## src/rtl/rx_clk_pkg.sv

```systemverilog
`timescale 1ns/1ps
package rx_clk_pkg;
  localparam int HDIV_W_DEF = 12;
  localparam int BDIV_W_DEF = 5;
  localparam int SYNC_STAGES_DEF = 2;

  // Number of source cycles in the high phase for a ratio of n+1.
  function automatic int high_len(input int n);
    return (n + 2) / 2;
  endfunction
endpackage

```

## src/rtl/rxcg_edge_sync.sv

```systemverilog
`timescale 1ns/1ps
module rxcg_edge_sync #(
  parameter int STAGES = 2
) (
  input  logic clk,
  input  logic rst_n,
  input  logic pin_i,
  output logic rise_o
);
  localparam int LAST = STAGES;

  logic [LAST:0] chain_q;

  always_ff @(posedge clk or negedge rst_n) begin
    if (!rst_n) chain_q[0] <= 1'b0;
    else        chain_q[0] <= pin_i;
  end

  genvar gi;
  generate
    for (gi = 1; gi <= LAST; gi++) begin : g_stage
      always_ff @(posedge clk or negedge rst_n) begin
        if (!rst_n) chain_q[gi] <= 1'b0;
        else        chain_q[gi] <= chain_q[gi-1];
      end
    end
  endgenerate

  assign rise_o = chain_q[LAST-1] & ~chain_q[LAST];
endmodule

```

## src/rtl/rxcg_divider.sv

```systemverilog
`timescale 1ns/1ps
module rxcg_divider
  import rx_clk_pkg::*;
#(
  parameter int W = 5
) (
  input  logic         clk,
  input  logic         rst_n,
  input  logic         tick_i,
  input  logic         src_level_i,
  input  logic [W-1:0] div_i,
  input  logic         mode_i,
  output logic         level_o,
  output logic         rise_next_o,
  output logic         mode_act_o,
  output logic [W-1:0] cnt_o,
  output logic [W-1:0] lim_o
);
  logic [W-1:0] cnt_q;
  logic [W-1:0] lim_q;
  logic         phase_q;
  logic         mode_q;
  logic         at_term;
  logic         next_high;

  assign at_term   = (cnt_q == lim_q);
  assign next_high = (int'(cnt_q) + 1) < high_len(int'(lim_q));

  always_ff @(posedge clk or negedge rst_n) begin
    if (!rst_n) begin
      cnt_q   <= '0;
      lim_q   <= '0;
      phase_q <= 1'b0;
      mode_q  <= 1'b0;
    end else if (tick_i) begin
      if (at_term) begin
        cnt_q   <= '0;
        lim_q   <= div_i;
        mode_q  <= mode_i;
        phase_q <= 1'b1;
      end else begin
        cnt_q   <= cnt_q + 1'b1;
        phase_q <= next_high;
      end
    end
  end

  assign level_o     = (lim_q == '0) ? src_level_i : phase_q;
  assign rise_next_o = tick_i & at_term;
  assign mode_act_o  = mode_q;
  assign cnt_o       = cnt_q;
  assign lim_o       = lim_q;
endmodule

```

## src/rtl/rx_clkgen.sv

```systemverilog
`timescale 1ns/1ps
module rx_clkgen
  import rx_clk_pkg::*;
#(
  parameter int HDIV_W      = HDIV_W_DEF,
  parameter int BDIV_W      = BDIV_W_DEF,
  parameter int SYNC_STAGES = SYNC_STAGES_DEF
) (
  input  logic              aux_clk,
  input  logic              rst_n,
  input  logic              hclk_pin_i,
  input  logic              bclk_pin_i,
  input  logic              tx_bclk_i,
  input  logic              hclk_int_i,
  input  logic              hclk_inv_i,
  input  logic [HDIV_W-1:0] hclk_div_i,
  input  logic              bclk_int_i,
  input  logic              bclk_inv_i,
  input  logic [BDIV_W-1:0] bclk_div_i,
  input  logic              rx_async_i,
  output logic              hclk_o,
  output logic              bclk_o,
  output logic              hclk_oe_o,
  output logic              bclk_oe_o
);
  // master clock divider, stepped on every auxiliary cycle
  logic              h_level, h_rise, h_mode;
  logic [HDIV_W-1:0] h_cnt, h_lim;

  rxcg_divider #(.W(HDIV_W)) u_hdiv (
    .clk        (aux_clk),
    .rst_n      (rst_n),
    .tick_i     (1'b1),
    .src_level_i(aux_clk),
    .div_i      (hclk_div_i),
    .mode_i     (hclk_int_i),
    .level_o    (h_level),
    .rise_next_o(h_rise),
    .mode_act_o (h_mode),
    .cnt_o      (h_cnt),
    .lim_o      (h_lim)
  );

  // external master clock brought into the auxiliary domain
  logic ext_h_rise;

  rxcg_edge_sync #(.STAGES(SYNC_STAGES)) u_hsync (
    .clk   (aux_clk),
    .rst_n (rst_n),
    .pin_i (hclk_pin_i),
    .rise_o(ext_h_rise)
  );

  logic hclk_raw;
  logic b_tick;

  assign hclk_raw = h_mode ? h_level : hclk_pin_i;
  assign b_tick   = h_mode ? h_rise  : ext_h_rise;

  // bit clock divider, stepped on master clock rising edges
  logic              b_level, b_rise, b_mode;
  logic [BDIV_W-1:0] b_cnt, b_lim;

  rxcg_divider #(.W(BDIV_W)) u_bdiv (
    .clk        (aux_clk),
    .rst_n      (rst_n),
    .tick_i     (b_tick),
    .src_level_i(hclk_raw),
    .div_i      (bclk_div_i),
    .mode_i     (bclk_int_i),
    .level_o    (b_level),
    .rise_next_o(b_rise),
    .mode_act_o (b_mode),
    .cnt_o      (b_cnt),
    .lim_o      (b_lim)
  );

  logic bclk_own;

  assign bclk_own  = (b_mode ? b_level : bclk_pin_i) ^ bclk_inv_i;
  assign hclk_o    = hclk_raw ^ hclk_inv_i;
  assign bclk_o    = rx_async_i ? bclk_own : tx_bclk_i;
  assign hclk_oe_o = h_mode;
  assign bclk_oe_o = b_mode & rx_async_i;
endmodule

```

## config.mk

```make
export PLATFORM = sky130hd
export DESIGN_NAME = rx_clkgen
export DESIGN_NICKNAME = d
export VERILOG_FILES = /design/src/rtl/rx_clk_pkg.sv /design/src/rtl/rxcg_edge_sync.sv /design/src/rtl/rxcg_divider.sv /design/src/rtl/rx_clkgen.sv
export SDC_FILE = /design/constraint.sdc
export NUM_CORES = 1
export LEC_CHECK = 0
export ABC_AREA = 1
export BUFFER_PORTS_ARGS = -buffer_cell sky130_fd_sc_hd__buf_2
export CORE_MARGIN = 10
export CORE_UTILIZATION = 55
export CTS_BUF_LIST = sky130_fd_sc_hd__clkbuf_4
export DETAILED_ROUTE_END_ITERATION = 10
export PLACE_DENSITY = 0.86
export RECOVER_POWER = 25
export SETUP_SLACK_MARGIN = 0.1
export SYNTH_ARGS = -nofsm -noshare
export SYNTH_HDL_FRONTEND = slang
export SYNTH_HIERARCHICAL = 1
export SYNTH_SLANG_ARGS = --single-unit
```

## constraint.sdc

```tcl
create_clock -name aux_clk -period 1.9 [get_ports aux_clk]
set_input_delay 0.19 -clock aux_clk [delete_from_list [all_inputs] [get_ports aux_clk]]
set_output_delay 0.19 -clock aux_clk [all_outputs]
set_load 0.05 [all_outputs]
```

==> results.md <==
* Run status: finished, violations left
* Unrepaired setup endpoints after global routing: yes
* Clock input transition at the sequential cells of the worst setup and hold paths at 0.17 ns
* Die width at 93.0 um
* Violations in the final reports: setup timing
* DPL Wire Length at 6090 um
* Cell count after synthesis at 392
* Data arrival time of the critical path at 2.58 ns
* Multi-input logic area at 1920 um2
* Worst Path Class, Setup: flop to primary output
* Final setup slack of the worst path at -0.870 ns
* Starting utilization of the core area at 57.1%
* Number of antenna violations at the first check in global routing at 0
* Worst slack at placement at -0.298 ns
* Core box area at 5140 um2
* Mean cell area of the mapped netlist at 7.48 um2
* Max-slew headroom at the worst pin at 27.3%
* Number of vias in the routed layout at 3540
* Hold violation count in the final report at 0
* Fin nets at 544
* Worst-skew pair later-pin latency at 0.50 ns
* Max Slew Vio Count at 0
* Non-filler cells in the finished layout at 571
* Required time worst endpoint at 1.71 ns
* Cell with the biggest individual delay on the critical path: sky130_fd_sc_hd__dfrtp_1
* Ys Warns at 6
* Via density at 6.20
* Clock skew after layout at 0.0323 ns
* Worst hold-check path type: primary input to flop
* P&R area growth vs syn at 42.8%
* Power Total at 4.65 mW
* Maximum Capacitance Violations at 0
* Critical path's largest stage delay at 0.45 ns
* Sort of element at the start of the critical path: flop
* Top achievable clock speed at 0.361 GHz
* Most frequent cells in the layout: sky130_fd_sc_hd__nand2_1, sky130_fd_sc_hd__inv_1, sky130_fd_sc_hd__buf_4
* Area taken by flip-flops and latches at 1030 um2
* Highest fanout seen on the critical path at 3
* Overall die area at 8660 um2
* Pin count of the biggest net entering global routing at 42
* TritonCTS clock tree: built
* Worst Tran Pin Value at 1.09 ns
* Iter 0 DRT Violations at 698
* Post-layout min period at 2.77 ns
* Final critical-path share of the clock period at 146%
* Type of element capturing the critical path: primary output
* Placed Instances at 524
* Layout cell share with drive strength beyond 1 at 35.4%
* Total routing usage reported by global routing at 23.8%
* Fill cells at 282
* Vias in the first global route at 3351
* Power density cells at 1110 nW/um2
* Cells along the critical path: nor4_1, nand3_1, mux2_4, nand2_4, o21ai_4, buf_6, inv_4, o21ai_4, inv_1, nand2_1, nand3_2, nand3_2, nand2_4, buf_8
* Cell Rows at 26
* Die outline height at 93.0 um
* Num ports at 31
* Cell area after synthesis at 2930 um2
* Wire length of the first global-routing pass at 16100 um
* Setup-violating endpoint count in the final report at 42
* Family of cells with the greatest summed delay on the critical path: simple AND/OR/NAND/NOR gates
* Critical path buffers and inverters at 4
* Cell leakage power at 2.11 nW
* DRC violations left at 0
* Maximum vdd ir drop at 0.000690 V
* Detailed-routing iteration count for the pre-antenna-repair pass at 9
* Number of nets with antenna violations after detailed routing at 0
* Port-buffer cells at 30
* Average wire per standard cell at 21.6 um
* GP Congestion at 0.924
* Sum of overflow across all layers after global routing at 0
* DRT Wirelength at 12300 um
* Commonest non-fill, non-tap cell in the layout: sky130_fd_sc_hd__nand2_1
sequential cells by signal (all words and copies together) (netlist names):
name	count
u_hsync/chain_q	3
u_bdiv/phase_q	1
u_bdiv/cnt_o	5
u_hdiv/mode_act_o	1
u_hdiv/phase_q	1
u_hdiv/cnt_o	12
u_bdiv/mode_act_o	1
u_hdiv/lim_o	12
u_bdiv/lim_o	5
where the power goes:
| part | total [mW] | leakage [nW] | switching, mW | internal, mW |
|---|---|---|---|---|
| sequential | 1.40 | 0.505 | 0.327 | 1.08 |
| combinational | 2.31 | 1.46 | 1.43 | 0.883 |
| clock | 0.940 | 0.142 | 0.488 | 0.452 |
| total | 4.65 | 2.11 | 2.24 | 2.41 |
per-stage QoR:
| stage | setup TNS, ns | instance area (um2) | util, % | hold slack (ns) |
|---|---|---|---|---|
| 3_5_place_dp | -3.07 | 3450 | 67.0 | 0.291 |
| 2_1_floorplan | -0.383 | 2990 | - | -0.106 |
| 5_1_grt | -10.89 | 4190 | 81.5 | 0.350 |
| 3_3_place_gp | -1.88 | 3450 | 67.0 | 0.282 |
| 4_1_cts | -3.28 | 3860 | 75.1 | 0.0235 |
| 6_report | -10.44 | 4190 | 81.5 | 0.377 |
worst paths after layout:
| path | slack (ns) | cells past startpoint | start | endpoint |
|---|---|---|---|---|
| setup / recovery | -0.87 | 14 | u_hdiv/lim_o[0]$_DFFE_PN0P_ | bclk_o |
| hold / removal | 0.38 | 2 | hclk_pin_i | u_hsync/chain_q[0]$_DFF_PN0_ |
| setup reg to reg | -0.57 | 15 | u_hdiv/lim_o[3]$_DFFE_PN0P_ | u_hdiv/phase_q$_DFFE_PN0P_ |
| hold reg to reg | 0.40 | 0 | u_hsync/chain_q[0]$_DFF_PN0_ | u_hsync/chain_q[1]$_DFF_PN0_ |
| max in group asynchronous | 0.68 | 3 | rst_n | u_hdiv/mode_act_o$_DFFE_PN0P_ |
| min in group asynchronous | 0.49 | 3 | rst_n | u_bdiv/lim_o[0]$_DFFE_PN0P_ |
area by class of cell:
| type | instances | area share (%) |
|---|---|---|
| multi-input cells | 292 | 45.9 |
| diodes | 1 | 0.0597 |
| clock buffers | 13 | 2.69 |
| inverters | 50 | 4.63 |
| repair buffers | 99 | 18.8 |
| flip-flops and latches | 41 | 24.5 |
| clock inverters | 5 | 1.34 |
| well taps | 70 | 2.09 |
metal layers:
layer  global-route usage, %  part of all wire, %  vias to the layer above
li1                        -                    -                     1464
met5                       0                    0                        -
met4                    19.0                   10                        0
met1                    25.9                   33                     1589
met3                    10.2                   11                      152
met2                    35.8                   46                      335
what timing repair did:
item,4_1_cts,5_1_grt
endpoints found under the setup margin,43,42
endpoints found under the hold margin,60,1
cloned,0,1
gates resized for setup,20,71
buffers inserted,2,13
pin swaps,5,19
hold buffers,20,1
worst register-to-register path, delay by kind of cell, from the launching register on:
kind / cells / cell delay (ns)
AND/OR/NAND/NOR: 8 / 0.82
AO/OA/AOI/OAI: 3 / 0.46
buffers and inverters: 2 / 0.26
flip-flops: 1 / 0.41
XOR/XNOR: 1 / 0.16
adder cells (fa/ha/maj): 1 / 0.33
(Power assumes the default switching activity.)
